`config.mk`:
```
export PLATFORM = sky130hd
export DESIGN_NAME = nand_cycle_seq
export DESIGN_NICKNAME = d
export VERILOG_FILES = /design/src/rtl/nand_seq_pkg.sv /design/src/rtl/nand_seq_regs.sv /design/src/rtl/nand_seq_sync.sv /design/src/rtl/nand_seq_fsm.sv /design/src/rtl/nand_seq_pins.sv /design/src/rtl/nand_cycle_seq.sv
export SDC_FILE = /design/constraint.sdc
export NUM_CORES = 1
export LEC_CHECK = 0
export BUFFER_PORTS_ARGS = -buffer_cell sky130_fd_sc_hd__buf_2
export CAP_MARGIN = 20
export CORE_MARGIN = 8
export CORE_UTILIZATION = 57
export CTS_CLUSTER_SIZE = 10
export DETAILED_ROUTE_END_ITERATION = 8
export HOLD_SLACK_MARGIN = 0.05
export PLACE_DENSITY = 0.81
export SKIP_CTS_REPAIR_TIMING = 1
export SLEW_MARGIN = 20
export SYNTH_ARGS = -nofsm -noshare
export SYNTH_HDL_FRONTEND = slang
export SYNTH_SLANG_ARGS = --single-unit
```
`constraint.sdc`:
```
create_clock -name clk -period 2.85 [get_ports clk]
set_input_delay 0.1425 -clock clk [delete_from_list [all_inputs] [get_ports clk]]
set_output_delay 0.1425 -clock clk [all_outputs]
set_load 0.1 [all_outputs]
```
`src/rtl/nand_seq_pkg.sv`:
```
package nand_seq_pkg;

    localparam int DQ_W       = 16;
    localparam int CNT_W      = 8;
    localparam int TURN_W     = 4;
    localparam int CFG_W      = 32;
    localparam int CFG_ADDR_W = 2;

    localparam logic [CFG_ADDR_W-1:0] REG_CTRL = 2'd0;
    localparam logic [CFG_ADDR_W-1:0] REG_COM  = 2'd1;
    localparam logic [CFG_ADDR_W-1:0] REG_ATT  = 2'd2;

    localparam logic [CFG_W-1:0] CTRL_RESET   = 32'h0000_0FF0;
    localparam logic [CFG_W-1:0] TIMING_RESET = 32'h0A0A_0A0A;

    typedef enum logic [1:0] {
        ACC_CMD  = 2'd0,
        ACC_ADDR = 2'd1,
        ACC_DATA = 2'd2
    } acc_kind_e;

    typedef enum logic [2:0] {
        PH_IDLE  = 3'd0,
        PH_TURN  = 3'd1,
        PH_SETUP = 3'd2,
        PH_STRB  = 3'd3,
        PH_HOLD  = 3'd4
    } phase_e;

    // Field order matches the timing word: hiz 31:24 ... setup 7:0
    typedef struct packed {
        logic [CNT_W-1:0] hiz;
        logic [CNT_W-1:0] hold;
        logic [CNT_W-1:0] strobe;
        logic [CNT_W-1:0] setup;
    } phase_set_t;

    typedef struct packed {
        logic              gen;
        logic              wide;
        logic              stall_en;
        logic              bank_en;
        logic [TURN_W-1:0] cle_turn;
        logic [TURN_W-1:0] ale_turn;
    } ctrl_t;

    function automatic logic [CNT_W-1:0] at_least_one(input logic [CNT_W-1:0] v);
        return (v == '0) ? CNT_W'(1) : v;
    endfunction

    function automatic logic [CNT_W-1:0] last_index(input logic [CNT_W-1:0] v);
        return at_least_one(v) - CNT_W'(1);
    endfunction

    function automatic acc_kind_e to_kind(input logic [1:0] code);
        case (code)
            2'd0:    return ACC_CMD;
            2'd1:    return ACC_ADDR;
            default: return ACC_DATA;
        endcase
    endfunction

    function automatic ctrl_t word_to_ctrl(input logic [CFG_W-1:0] w);
        ctrl_t c;
        c.gen      = w[31];
        c.wide     = w[2];
        c.stall_en = w[1];
        c.bank_en  = w[0];
        c.cle_turn = w[7:4];
        c.ale_turn = w[11:8];
        return c;
    endfunction

    function automatic logic [CFG_W-1:0] ctrl_to_word(input ctrl_t c);
        logic [CFG_W-1:0] w;
        w       = '0;
        w[31]   = c.gen;
        w[2]    = c.wide;
        w[1]    = c.stall_en;
        w[0]    = c.bank_en;
        w[7:4]  = c.cle_turn;
        w[11:8] = c.ale_turn;
        return w;
    endfunction

    function automatic logic [DQ_W-1:0] fit_width(input logic [DQ_W-1:0] v, input logic full);
        return full ? v : {{(DQ_W-8){1'b0}}, v[7:0]};
    endfunction

endpackage

```
`src/rtl/nand_seq_regs.sv`:
```
module nand_seq_regs
    import nand_seq_pkg::*;
(
    input  logic                  clk,
    input  logic                  rst,
    input  logic                  cfg_we,
    input  logic [CFG_ADDR_W-1:0] cfg_addr,
    input  logic [CFG_W-1:0]      cfg_wdata,
    output logic [CFG_W-1:0]      cfg_rdata,
    output ctrl_t                 ctrl,
    output phase_set_t            com_set,
    output phase_set_t            att_set
);
    localparam int NUM_SETS = 2;

    ctrl_t      ctrl_q;
    phase_set_t set_q [NUM_SETS];

    always_ff @(posedge clk) begin
        if (rst) begin
            ctrl_q <= word_to_ctrl(CTRL_RESET);
        end else if (cfg_we && cfg_addr == REG_CTRL) begin
            ctrl_q <= word_to_ctrl(cfg_wdata);
        end
    end

    // set 0 is the common word, set 1 the attribute word
    for (genvar g = 0; g < NUM_SETS; g++) begin : g_set
        localparam logic [CFG_ADDR_W-1:0] MY_ADDR = REG_COM + CFG_ADDR_W'(g);
        always_ff @(posedge clk) begin
            if (rst) begin
                set_q[g] <= phase_set_t'(TIMING_RESET);
            end else if (cfg_we && cfg_addr == MY_ADDR) begin
                set_q[g] <= phase_set_t'(cfg_wdata);
            end
        end
    end

    always_comb begin
        case (cfg_addr)
            REG_CTRL: cfg_rdata = ctrl_to_word(ctrl_q);
            REG_COM:  cfg_rdata = set_q[0];
            REG_ATT:  cfg_rdata = set_q[1];
            default:  cfg_rdata = '0;
        endcase
    end

    assign ctrl    = ctrl_q;
    assign com_set = set_q[0];
    assign att_set = set_q[1];

endmodule

```
`src/rtl/nand_seq_sync.sv`:
```
module nand_seq_sync #(
    parameter int STAGES = 2
) (
    input  logic clk,
    input  logic rst,
    input  logic d,
    output logic q
);
    logic [STAGES-1:0] chain_q;

    always_ff @(posedge clk) begin
        if (rst) begin
            chain_q <= '1;
        end else begin
            chain_q <= {chain_q[STAGES-2:0], d};
        end
    end

    assign q = chain_q[STAGES-1];

endmodule

```
`src/rtl/nand_seq_fsm.sv`:
```
module nand_seq_fsm
    import nand_seq_pkg::*;
#(
    parameter int CS_W = 2
) (
    input  logic             clk,
    input  logic             rst,
    input  ctrl_t            ctrl,
    input  phase_set_t       com_set,
    input  phase_set_t       att_set,
    input  logic             req_valid,
    input  logic [1:0]       req_kind,
    input  logic             req_rd,
    input  logic [CS_W-1:0]  req_cs,
    input  logic [DQ_W-1:0]  req_wdata,
    input  logic             rb_ready,
    input  logic [DQ_W-1:0]  dq_in,
    output logic             req_ready,
    output logic             done,
    output logic [DQ_W-1:0]  rdata,
    output phase_e           phase,
    output acc_kind_e        cur_kind,
    output logic             cur_rd,
    output logic [CS_W-1:0]  cur_cs,
    output logic [DQ_W-1:0]  cur_wdata,
    output logic             cur_wide,
    output logic [CNT_W-1:0] elapsed,
    output logic [CNT_W-1:0] hiz_len
);
    phase_e           phase_q;
    logic [CNT_W-1:0] cnt_q;
    logic [CNT_W-1:0] elap_q;
    logic             done_q;
    logic [DQ_W-1:0]  rdata_q;
    acc_kind_e        last_q;
    phase_set_t       tim_q;
    acc_kind_e        kind_q;
    logic             rd_q;
    logic [CS_W-1:0]  cs_q;
    logic [DQ_W-1:0]  wd_q;
    logic             wide_q;

    acc_kind_e        in_kind;
    phase_set_t       in_set;
    logic [TURN_W-1:0] turn_len;
    logic             accept;
    logic             strobe_go;
    logic [CNT_W-1:0] elap_next;

    assign req_ready = (phase_q == PH_IDLE) && ctrl.gen && ctrl.bank_en;
    assign accept    = req_valid && req_ready;
    assign in_kind   = to_kind(req_kind);
    assign in_set    = (in_kind == ACC_DATA) ? com_set : att_set;
    assign strobe_go = !ctrl.stall_en || rb_ready;
    assign elap_next = (elap_q == '1) ? elap_q : elap_q + CNT_W'(1);

    always_comb begin
        turn_len = '0;
        if (in_kind == ACC_DATA && req_rd) begin
            if (last_q == ACC_CMD) begin
                turn_len = ctrl.cle_turn;
            end else if (last_q == ACC_ADDR) begin
                turn_len = ctrl.ale_turn;
            end
        end
    end

    always_ff @(posedge clk) begin
        if (rst) begin
            phase_q <= PH_IDLE;
            cnt_q   <= '0;
            elap_q  <= '0;
            done_q  <= 1'b0;
            rdata_q <= '0;
            last_q  <= ACC_DATA;
            tim_q   <= phase_set_t'(TIMING_RESET);
            kind_q  <= ACC_DATA;
            rd_q    <= 1'b0;
            cs_q    <= '0;
            wd_q    <= '0;
            wide_q  <= 1'b0;
        end else begin
            done_q <= 1'b0;
            case (phase_q)
                PH_IDLE: begin
                    if (accept) begin
                        tim_q  <= in_set;
                        kind_q <= in_kind;
                        last_q <= in_kind;
                        rd_q   <= req_rd;
                        cs_q   <= req_cs;
                        wd_q   <= req_wdata;
                        wide_q <= ctrl.wide;
                        elap_q <= '0;
                        if (turn_len != '0) begin
                            phase_q <= PH_TURN;
                            cnt_q   <= CNT_W'(turn_len) - CNT_W'(1);
                        end else begin
                            phase_q <= PH_SETUP;
                            cnt_q   <= last_index(in_set.setup);
                        end
                    end
                end
                PH_TURN: begin
                    if (cnt_q == '0) begin
                        phase_q <= PH_SETUP;
                        cnt_q   <= last_index(tim_q.setup);
                        elap_q  <= '0;
                    end else begin
                        cnt_q <= cnt_q - CNT_W'(1);
                    end
                end
                PH_SETUP: begin
                    elap_q <= elap_next;
                    if (cnt_q == '0) begin
                        phase_q <= PH_STRB;
                        cnt_q   <= last_index(tim_q.strobe);
                    end else begin
                        cnt_q <= cnt_q - CNT_W'(1);
                    end
                end
                PH_STRB: begin
                    elap_q <= elap_next;
                    if (cnt_q != '0) begin
                        cnt_q <= cnt_q - CNT_W'(1);
                    end else if (strobe_go) begin
                        phase_q <= PH_HOLD;
                        cnt_q   <= last_index(tim_q.hold);
                        if (rd_q) begin
                            rdata_q <= fit_width(dq_in, wide_q && kind_q == ACC_DATA);
                        end
                    end
                end
                PH_HOLD: begin
                    elap_q <= elap_next;
                    if (cnt_q == '0) begin
                        phase_q <= PH_IDLE;
                        done_q  <= 1'b1;
                    end else begin
                        cnt_q <= cnt_q - CNT_W'(1);
                    end
                end
                default: phase_q <= PH_IDLE;
            endcase
        end
    end

    assign done      = done_q;
    assign rdata     = rdata_q;
    assign phase     = phase_q;
    assign cur_kind  = kind_q;
    assign cur_rd    = rd_q;
    assign cur_cs    = cs_q;
    assign cur_wdata = wd_q;
    assign cur_wide  = wide_q;
    assign elapsed   = elap_q;
    assign hiz_len   = tim_q.hiz;

endmodule

```
`src/rtl/nand_seq_pins.sv`:
```
module nand_seq_pins
    import nand_seq_pkg::*;
#(
    parameter int NUM_CS = 4,
    parameter int CS_W   = 2
) (
    input  phase_e            phase,
    input  acc_kind_e         kind,
    input  logic              rd,
    input  logic [CS_W-1:0]   cs,
    input  logic [DQ_W-1:0]   wdata,
    input  logic              wide,
    input  logic [CNT_W-1:0]  elapsed,
    input  logic [CNT_W-1:0]  hiz_len,
    output logic [NUM_CS-1:0] ce_n,
    output logic              cle,
    output logic              ale,
    output logic              we_n,
    output logic              re_n,
    output logic [DQ_W-1:0]   dq_out,
    output logic              dq_oe
);
    logic active;
    logic strobing;

    assign active   = (phase == PH_SETUP) || (phase == PH_STRB) || (phase == PH_HOLD);
    assign strobing = (phase == PH_STRB);

    for (genvar g = 0; g < NUM_CS; g++) begin : g_ce
        assign ce_n[g] = !(active && cs == CS_W'(g));
    end

    assign cle    = active && (kind == ACC_CMD);
    assign ale    = active && (kind == ACC_ADDR);
    assign we_n   = !(strobing && !rd);
    assign re_n   = !(strobing && rd);
    assign dq_out = fit_width(wdata, wide && kind == ACC_DATA);
    assign dq_oe  = active && !rd && (elapsed >= hiz_len);

endmodule

```
`src/rtl/nand_cycle_seq.sv`:
```
module nand_cycle_seq
    import nand_seq_pkg::*;
#(
    parameter int NUM_CS    = 4,
    parameter int RB_STAGES = 2
) (
    input  logic                      clk,
    input  logic                      rst,
    input  logic                      cfg_we,
    input  logic [1:0]                cfg_addr,
    input  logic [31:0]               cfg_wdata,
    output logic [31:0]               cfg_rdata,
    input  logic                      req_valid,
    output logic                      req_ready,
    input  logic [1:0]                req_kind,
    input  logic                      req_rd,
    input  logic [$clog2(NUM_CS)-1:0] req_cs,
    input  logic [15:0]               req_wdata,
    output logic                      done,
    output logic [15:0]               rdata,
    output logic [NUM_CS-1:0]         nand_ce_n,
    output logic                      nand_cle,
    output logic                      nand_ale,
    output logic                      nand_we_n,
    output logic                      nand_re_n,
    output logic [15:0]               nand_dq_out,
    output logic                      nand_dq_oe,
    input  logic [15:0]               nand_dq_in,
    input  logic                      nand_rb
);
    localparam int CS_W = $clog2(NUM_CS);

    ctrl_t            ctrl;
    phase_set_t       com_set;
    phase_set_t       att_set;
    logic             rb_ready;
    phase_e           phase;
    acc_kind_e        cur_kind;
    logic             cur_rd;
    logic [CS_W-1:0]  cur_cs;
    logic [DQ_W-1:0]  cur_wdata;
    logic             cur_wide;
    logic [CNT_W-1:0] elapsed;
    logic [CNT_W-1:0] hiz_len;

    nand_seq_regs u_regs (
        .clk       (clk),
        .rst       (rst),
        .cfg_we    (cfg_we),
        .cfg_addr  (cfg_addr),
        .cfg_wdata (cfg_wdata),
        .cfg_rdata (cfg_rdata),
        .ctrl      (ctrl),
        .com_set   (com_set),
        .att_set   (att_set)
    );

    nand_seq_sync #(.STAGES(RB_STAGES)) u_rb_sync (
        .clk (clk),
        .rst (rst),
        .d   (nand_rb),
        .q   (rb_ready)
    );

    nand_seq_fsm #(.CS_W(CS_W)) u_fsm (
        .clk       (clk),
        .rst       (rst),
        .ctrl      (ctrl),
        .com_set   (com_set),
        .att_set   (att_set),
        .req_valid (req_valid),
        .req_kind  (req_kind),
        .req_rd    (req_rd),
        .req_cs    (req_cs),
        .req_wdata (req_wdata),
        .rb_ready  (rb_ready),
        .dq_in     (nand_dq_in),
        .req_ready (req_ready),
        .done      (done),
        .rdata     (rdata),
        .phase     (phase),
        .cur_kind  (cur_kind),
        .cur_rd    (cur_rd),
        .cur_cs    (cur_cs),
        .cur_wdata (cur_wdata),
        .cur_wide  (cur_wide),
        .elapsed   (elapsed),
        .hiz_len   (hiz_len)
    );

    nand_seq_pins #(.NUM_CS(NUM_CS), .CS_W(CS_W)) u_pins (
        .phase   (phase),
        .kind    (cur_kind),
        .rd      (cur_rd),
        .cs      (cur_cs),
        .wdata   (cur_wdata),
        .wide    (cur_wide),
        .elapsed (elapsed),
        .hiz_len (hiz_len),
        .ce_n    (nand_ce_n),
        .cle     (nand_cle),
        .ale     (nand_ale),
        .we_n    (nand_we_n),
        .re_n    (nand_re_n),
        .dq_out  (nand_dq_out),
        .dq_oe   (nand_dq_oe)
    );

endmodule

```
==> results of run 1 <==
## per-stage QoR
step,util (%),instances
final,72.5,1342
after global routing,72.5,1342
after floorplan,-,944
after detailed placement,64.1,1241
after global placement,64.1,1241
after CTS,67.9,1273
## final cells by class
cell class	count	area, um2	area share, %
multi-input combinational	689	4400	40.2
clock inverter	15	150	1.37
inverter	17	63.8	0.583
clock buffer	17	425	3.89
timing repair buffer	248	1660	15.2
sequential	168	4000	36.6
tap	188	235	2.15
## power groups by stage
stage | registers (mW) | logic [mW] | clock network (mW)
after floorplan | 2.71 | 1.09 | 0
after global placement | 2.74 | 1.42 | 0
after detailed placement | 2.74 | 1.43 | 0
after CTS | 2.69 | 1.44 | 2.25
after global routing | 2.71 | 1.64 | 2.36
final | 2.69 | 1.54 | 2.24
## worst max-delay path: cells and delay by family (launching register included)
family / cells / cell delay [ns]
AOI/OAI and AO/OA: 3 / 0.65
adders and majority gates: 1 / 0.17
DFF: 1 / 0.54
muxes: 2 / 0.73
and+or+nand+nor: 2 / 0.42
## layer usage
metal	routed length (um)	vias up	GRT usage (%)
li1	-	3791	-
met1	10200	3643	29.4
met2	12100	358	37.2
met3	1970	57	6.43
met4	631	0	9.26
met5	0	-	0
## synthesized netlist by cell type, types with 3 or more instances
master    instances
nand2_1         107
mux2i_1          52
a21oi_1          60
edfxtp_1         64
nand2b_1         21
nor3_1           17
and2_1           58
nor2b_1          15
o21a_1            7
a211oi_1         28
buf_4             9
nand3b_1          4
buf_1             5
xor2_1            5
o211ai_1          3
a211o_1          17
o22ai_1           4
nor4_1           10
and3_1            7
o311ai_0          3
xnor2_1          16
a22o_1           21
o211a_1           3
o31ai_1           6
a31oi_1           8
o21ai_0          40
inv_1            17
mux2_2            5
buf_2             4
and3b_1           3
nor3b_1           6
ha_1             17
clkbuf_1         52
or3b_2            3
or2_2             3
nor2_1           74
nand3_1          17
dfxtp_1         104
a21o_1            4
or3_1             9
or4_1             4
## flip-flops by register name, indices dropped and copies added, names as in the netlist, 3 cells and up
name and cells:
u_regs.set_q 64, u_fsm.tim_q 24, u_fsm.cur_wdata 16, u_fsm.rdata 16
u_regs.ctrl 12, u_fsm.cnt_q 8, u_fsm.elapsed 8, u_fsm.hiz_len 8
u_fsm.phase 3
## cells by family (layout without fill, tap and decap cells)
group / after synthesis / in the layout
simple gates: 368 / 368
compound gates: 226 / 226
flops: 168 / 168
xor+xnor: 21 / 21
fa+ha+maj: 17 / 17
buf+inv: 87 / 297
mux: 57 / 57
## worst min path at each step
| stage | endpoint | startpoint | slack (ns) |
|---|---|---|---|
| 6_report | u_regs.ctrl[8] | rst | 0.17 |
| 5_1_grt | u_regs.ctrl[10] | rst | 0.17 |
| 4_1_cts | u_rb_sync.chain_q[0] | nand_rb | -0.11 |
| 2_1_floorplan | u_rb_sync.chain_q[0] | nand_rb | 0.25 |
| 3_3_place_gp | u_rb_sync.chain_q[0] | nand_rb | 0.34 |
| 3_5_place_dp | u_rb_sync.chain_q[0] | nand_rb | 0.34 |
==> results.toml, run 1 <==
[outcome]
outcome = "finished, final reports clean"

[die]
start_util_pct = 57.9
coreArea_um2 = 15100
dieArea_um2 = 19600
rows = 45
die_w_um = 140
design.portCount = 151
die_h_um = 140

[clock_network]
cts_tree = "done"
htree_levels = 4
cts_buffer_depth = 2
cts_num_sinks = 168
cts_made_buffers = 17
worstSkewPairLatency_ns = 0.44
clockRootBuffer = "clkbuf_16"
clk_pin_slew_ns = 0.07

[sta]
max-slew-margin-rel_pct = 60.3
worst_pin_slew_ns = 0.589
period_needed_ns = 2.59
finalCritPeriodShare_pct = 90.9
rsz0062_at_grt = "false"
setup_viol = 0
worst_slack_ns = 0.260
skew_ns = 0.00982
fmax_mhz = 386
tns_ns = 0
finalHoldViolCount = 0
hold_ws_ns = 0.166
slew_viol_final = 0

[min_path]
hold_depth = 2
min_path_type = "input port to flip-flop"

[job]
maxCapViolations = 0

[place]
io_buffers = 150
place_area_um2 = 9670
gp_congestion = 0.961
pre_cts_slack_ns = 0.330
dpl.hpwl_um = 17000

[critical_path]
arrival_ns = 2.94
worst_ep_required_time_ns = 3.20
cp_slowest_stage_delay_ns = 0.54
ff2ff_path_depth = 8
crit_path_top_delay_cell = "dfxtp_1"
path_cells = "mux2_2, nand2_1, ha_1, a21boi_0, nand2_1, mux2i_1, a211oi_1, a211oi_1"
r2r_slack_ns = 0.26
crit_end = "u_fsm.cnt_q[1]"
worstPathMaxFanout = 9
cp-startpoint = "u_fsm.last_q[0]"
r2r_end = "u_fsm.cnt_q[1]"
cp-start-kind = "flip-flop"
cp-end-kind = "flip-flop"
reg2reg_from = "u_fsm.last_q[0]"
crit_type = "flip-flop to flip-flop"

[logic_synthesis]
synthMuxAreaShare_pct = 6.60
ys_ff_latch = 168
synthCells = 944
synth_top_cell_area_share_pct = 23.8
yosysUniqueCellTypes = 65
synthArstFlopShare_pct = 0
synth_top_flop_cell = "dfxtp_1"
synth.avg_cell_area_um2 = 9.26
post_synth_fa_ha_maj_area_fraction_pct = 2.43
synth.area.top_cells = "dfxtp_1 24%, edfxtp_1 22%, mux2i_1 6.0%"
syn_area_um2 = 8740
syn_nets = 1037
synthXorXnorAreaFrac_pct = 2.10
yosys_warnings = 0
synth_compound_area_share_pct = 17.3
synth-simple-area-share_pct = 21.6
synth_top_family_by_area = "simple AND/OR/NAND/NOR gates"
synth_edf_count = 64
synth-seq-area-share_pct = 45.8
synth_top_cell_by_area = "dfxtp_1"

[final_layout]
final_common_cell = "buf_2"
n_antenna_cell = 0
fillers = 1045
design_area_um2 = 10900
area_growth_pct = 25.1
drive_gt1_share_pct = 20.3
fin_nets = 1234
final_cell_mix = "149 x buf_2, 107 x nand2_1, 104 x dfxtp_1, 74 x nor2_1, 69 x dlygate4sd3_1"

[power_and_ir_drop]
p_sw_share_pct = 33.8
switchingPower_mw = 2.18
total_power_mw = 6.47
powerDensity_nw_per_um2 = 592
p_leak_nw = 4.39
comb_power_share_pct = 23.8
ir_worst_vdd_v = 0.000430
intPower_mw = 4.29
seqPwrFrac_pct = 41.6
clkPwrFrac_pct = 34.5

[routing]
drcViolationCount = 0
drtAntennaViolNets = 0
dr.pass1.iters = 7
routedWlPerCell_um = 18.5
wirelength_um = 24900
drt_iter0_markers = 862
vias = 7849
via_per_inst = 5.85

[grt]
grt_use_total_pct = 23.3
grt_pass1_wl_um = 37100
grt_overflow = 0
grt_pass1_vias = 7270
antenna_found_initial = 0
grt_max_degree = 45
No activity file was read; power rests on OpenSTA's default activity.
==> run 2: changes to the inputs <==
--- a/config.mk
+++ b/config.mk
@@ -11,6 +11,7 @@
 export CORE_UTILIZATION = 57
 export CTS_CLUSTER_SIZE = 10
 export DETAILED_ROUTE_END_ITERATION = 8
+export GPL_TIMING_DRIVEN = 0
 export HOLD_SLACK_MARGIN = 0.05
 export PLACE_DENSITY = 0.81
 export SKIP_CTS_REPAIR_TIMING = 1
==> run 2 against run 1 <==
  * Clock skew hardly changed
  * Combinational power is 3% higher
  * Setup slack worse by 0.050 ns
  * Critical path type is now flip-flop to primary output
  * Register-to-register slack worse by 0.02 ns
  * Sequential share of layout area is 0.22 points lower
  * Global-route usage is 2.5 points higher
==> results.toml, run 2 (synthesized netlist as in run 1, its figures left out) <==
[routing]
via_per_inst = 5.97
dr.pass1.iters = 8
drtAntennaViolNets = 0
drcViolationCount = 0
routedWlPerCell_um = 20.0
vias = 8234
drt_iter0_markers = 732
wirelength_um = 27600

[final_layout]
area_growth_pct = 25.9
final_util_pct = 72.9
fillers = 1080
area.sequential_um2 = 4010
fin_nets = 1271
drive_gt1_share_pct = 18.3
n_antenna_cell = 0
final_common_cell = "buf_2"
multi_input_comb_area_um2 = 4410
layoutNonFillerInstCount = 1379
final_cell_mix = "150 x buf_2, 107 x nand2_1, 103 x dfxtp_1, 72 x nor2_1, 69 x dlygate4sd3_1"
design_area_um2 = 11000
reg_top3 = "u_regs.set_q: 64 flops, u_fsm.tim_q: 24 flops"
largest_reg_flops = 64
largest-register = "u_regs.set_q"

[power_and_ir_drop]
p_sw_share_pct = 33.5
clkPwrFrac_pct = 34.3
total_power_mw = 6.50
p_leak_nw = 4.34
comb_power_share_pct = 24.3
switchingPower_mw = 2.18
powerDensity_nw_per_um2 = 591
ir_worst_vdd_v = 0.000410
intPower_mw = 4.32
seqPwrFrac_pct = 41.4

[grt]
grt_pass1_vias = 7668
antenna_found_initial = 0
grt_pass1_wl_um = 40200
grt_max_degree = 33
grt_overflow = 0
grt_use_total_pct = 25.8

[die]
start_util_pct = 57.9
die_h_um = 140
dieArea_um2 = 19600
design.portCount = 151
rows = 45
coreArea_um2 = 15100
die_w_um = 140

[critical_path]
worst_ep_required_time_ns = 2.71
cp-start-kind = "flip-flop"
r2r_slack_ns = 0.24
crit_type = "flip-flop to primary output"
arrival_ns = 2.50
worstPathMaxFanout = 9
cp-end-kind = "primary output"

[place]
place_area_um2 = 9730
io_buffers = 147
pre_cts_slack_ns = 0.0514
dp_cells = 1279
dpl.hpwl_um = 18900
gp_congestion = 0.920

[clock_network]
clk_pin_slew_ns = 0.07
cts_tree = "done"
htree_levels = 4
clockRootBuffer = "clkbuf_16"
cts_made_buffers = 17
cts_buffer_depth = 2
worstSkewPairLatency_ns = 0.43
cts_num_sinks = 168

[sta]
period_needed_ns = 2.64
hold_ws_ns = 0.204
setup_viol = 0
finalCritPeriodShare_pct = 92.6
fmax_mhz = 379
rsz0062_at_grt = "false"
slew_viol_final = 0
worst_slack_ns = 0.210
finalHoldViolCount = 0
tns_ns = 0
worst_pin_slew_ns = 0.914
max-slew-margin-rel_pct = 39.1
skew_ns = 0.00998

[min_path]
min_path_type = "input port to flip-flop"

[outcome]
outcome = "finished, final reports clean"

[job]
maxCapViolations = 0
==> run 2: power by group through the flow <==
stage                     Combinational, mW  Clock (mW)  Sequential, mW
after floorplan                        1.09           0            2.71
after global placement                 1.45           0            2.73
after detailed placement               1.46           0            2.74
after CTS                              1.47        2.24            2.69
after global routing                   1.69        2.33            2.70
final                                  1.58        2.23            2.69
==> run 2: layer usage <==
metal	GRT usage [%]	part of all wire (%)	vias to the layer above	wire length [um]
met1	31.2	40	3902	11000
li1	-	-	3856	-
met4	10.3	3.3	0	897
met5	0	0	-	0
met3	7.18	8.1	75	2220
met2	42.9	49	401	13500
==> run 2: cell type report <==
class	count	area share (%)
well taps	188	2.14
flip-flops and latches	168	36.4
repair buffers	216	13.0
multi-input cells	689	40.0
plain buffers	69	2.71
clock inverters	15	1.32
clock buffers	17	3.86
inverters	17	0.580
==> run 2: path summary, 6_finish.rpt <==
| path | startpoint | end | cells after the start |
|---|---|---|---|
| setup / recovery | u_fsm.phase[1] | nand_ce_n[3] | 6 |
| hold / removal | cfg_addr[0] | u_regs.ctrl[4] | 4 |
| setup reg to reg | u_fsm.tim_q[5] | u_fsm.cnt_q[4] | 10 |
| hold reg to reg | u_rb_sync.chain_q[0] | u_rb_sync.chain_q[1] | 1 |
==> run 2: worst max-delay path, stage by stage (launching register included) <==
cell	delay, ns
dfxtp_1	0.29
buf_2	0.16
nor2_1	0.43
nand2_1	0.27
o21ai_0	0.35
nand3_1	0.22
buf_2	0.34
==> run 3: changes to the inputs <==
--- a/config.mk
+++ b/config.mk
@@ -5,8 +5,9 @@
 export SDC_FILE = /design/constraint.sdc
 export NUM_CORES = 1
 export LEC_CHECK = 0
+export ABC_AREA = 1
 export BUFFER_PORTS_ARGS = -buffer_cell sky130_fd_sc_hd__buf_2
-export CAP_MARGIN = 20
+export CAP_MARGIN = 5
 export CORE_MARGIN = 8
 export CORE_UTILIZATION = 57
 export CTS_CLUSTER_SIZE = 10
==> run 3 against run 2 <==
  * The run now ends with hold timing left
  * Maximum frequency up 0.87%
  * Wire length is 3.6% lower
  * First-iteration DRC count grew 12%
  * Sequential power is 3% higher
  * Core utilization shrank 1.2 points
  * Critical path depth up 1
  * Setup slack gained 0.023 ns
  * Register-to-register slack gained 0.33 ns
  * Synthesized area grew 0.54%
  * Non-clock buffer count is 28 lower
  * Highest routed layer unchanged
==> results.toml, run 3 <==
[logic_synthesis]
syn_area_um2 = 8790
synth_top_flop_cell = "dfxtp_1"
syn_nets = 1282
ys_ff_latch = 168
synthMuxAreaShare_pct = 0
synth_compound_area_share_pct = 13.9
synthCells = 1189
synthXorXnorAreaFrac_pct = 1.30
synth_top_cell_by_area = "dfxtp_1"
synth_most_common_cell = "nand2_1"
post_synth_fa_ha_maj_area_fraction_pct = 2.42
synth_top_family_by_area = "simple AND/OR/NAND/NOR gates"
synthArstFlopShare_pct = 0
synth-seq-area-share_pct = 45.5
synth.avg_cell_area_um2 = 7.39
synth_top_cell_area_share_pct = 23.7
yosysUniqueCellTypes = 39
yosys_warnings = 0
yosys-top-cells-count = "313 x nand2_1, 161 x inv_1, 122 x nor2_1"
synth_edf_count = 64
synth.area.top_cells = "dfxtp_1 24%, edfxtp_1 22%, nand2_1 13%"
synth-simple-area-share_pct = 26.3

[power_and_ir_drop]
total_power_mw = 7.79
powerDensity_nw_per_um2 = 716
comb_power_share_pct = 35.1
p_sw_share_pct = 39.3
switchingPower_mw = 3.06
p_leak_nw = 5.05
clkPwrFrac_pct = 29.2
intPower_mw = 4.73
seqPwrFrac_pct = 35.8
ir_worst_vdd_v = 0.000475

[final_layout]
final_common_cell = "nand2_1"
n_antenna_cell = 0
area_growth_pct = 23.6
reg_top3 = "u_regs.set_q: 64 flops, u_fsm.tim_q: 24 flops"
largest_reg_flops = 64
layoutNonFillerInstCount = 1608
largest-register = "u_regs.set_q"
fin_nets = 1500
drive_gt1_share_pct = 17.4
fillers = 1200
final_cell_mix = "311 x nand2_1, 161 x inv_1, 161 x buf_2, 122 x nor2_1, 104 x dfxtp_1"

[die]
rows = 45
die_w_um = 140
dieArea_um2 = 19700
design.portCount = 151
die_h_um = 140
start_util_pct = 58.0
coreArea_um2 = 15100

[sta]
max-slew-margin-rel_pct = 51.3
worst_pin_slew_ns = 0.731
fmax_mhz = 382
finalHoldViolCount = 2
skew_ns = 0.0108
period_needed_ns = 2.62
setup_viol = 0
hold_ws_ns = -0.00661
slew_viol_final = 0
finalCritPeriodShare_pct = 91.8
rsz0062_at_grt = "false"

[place]
dpl.hpwl_um = 19300
gp_congestion = 0.917
dp_cells = 1528
io_buffers = 149

[critical_path]
crit_type = "flip-flop to primary output"
reg2reg_from = "u_regs.set_q[0][3]"
cp-startpoint = "u_fsm.phase[0]"
cp-start-kind = "flip-flop"
cp-end-kind = "primary output"
arrival_ns = 2.47
worst_ep_required_time_ns = 2.71
worstPathMaxFanout = 10

[routing]
routedWlPerCell_um = 16.5
drcViolationCount = 0
drtAntennaViolNets = 0
via_per_inst = 5.53
vias = 8894
wirelength_um = 26600
drt_iter0_markers = 823
dr.pass1.iters = 6

[grt]
grt_overflow = 0
antenna_found_initial = 0
grt_use_total_pct = 26.3
grt_pass1_wl_um = 41200
grt_max_degree = 26
grt_pass1_vias = 8283

[clock_network]
htree_levels = 4
cts_tree = "done"
clk_pin_slew_ns = 0.06
clockRootBuffer = "clkbuf_16"
cts_made_buffers = 17
cts_num_sinks = 168
worstSkewPairLatency_ns = 0.45
cts_buffer_depth = 2

[min_path]
min_path_type = "input port to flip-flop"
min-delay-start = "req_wdata[9]"

[outcome]
violations = "hold timing"
outcome = "finished, violations left"

[job]
maxCapViolations = 0
==> run 3: cell families after synthesis <==
group | Yosys count
AND/OR/NAND/NOR | 551
buffers and inverters | 228
AO/OA/AOI/OAI | 212
flip-flops | 168
adder cells (fa/ha/maj) | 17
XOR/XNOR | 13
==> run 3: power groups by stage <==
stage               clock [mW]  combinational [mW]  sequential [mW]
floorplan                    0                2.03             2.81
global placement             0                2.59             2.83
detailed placement           0                2.62             2.83
CTS                       2.26                2.64             2.78
global route              2.37                3.01             2.80
finish                    2.27                2.73             2.78
==> run 3: worst paths after layout <==
check	to	slack [ns]	depth (start not counted)
setup / recovery	nand_ale	0.23	7
hold / removal	u_fsm.cur_wdata[9]	-0.007	3
setup reg to reg	u_fsm.cnt_q[6]	0.57	14
hold reg to reg	u_rb_sync.chain_q[1]	0.41	1
==> run 3: cell type report <==
class                      instances  area, um2  share of cell area (%)
buffer                            58        282                    2.59
inverter                         170        638                    5.87
clock inverter                    12        114                    1.05
sequential                       168       4000                    36.8
multi-input combinational        793       3870                    35.6
tap                              188        235                    2.16
timing repair buffer             199       1270                    11.7
clock buffer                      20        457                    4.20
==> run 3: worst max-delay path, stage by stage (launching register included) <==
cell and delay (ns):
dfxtp_1 0.36, nor2_4 0.18, nand2_4 0.10, nand2_1 0.10, clkbuf_1 0.34, inv_1 0.22, nor3_1 0.24, buf_2 0.48
==> run 3: per-stage QoR <==
step	util [%]	instance area, um2	setup TNS [ns]	setup WS, ns
detailed placement	64.8	9820	0	0.635
CTS	68.6	10400	0	0.242
finish	71.8	10900	0	0.233
global placement	64.5	9770	-2.96	-0.0585
global route	71.8	10900	0	0.121
floorplan	-	8790	-0.700	-0.350
==> run 3: routing by layer <==
metal	track usage, %	share of wire, %	vias to the layer above
met3	6.46	8.8	69
met5	0	0	-
met2	43.6	48	458
met1	31.6	40	4082
met4	12.1	3.3	0
li1	-	-	4285
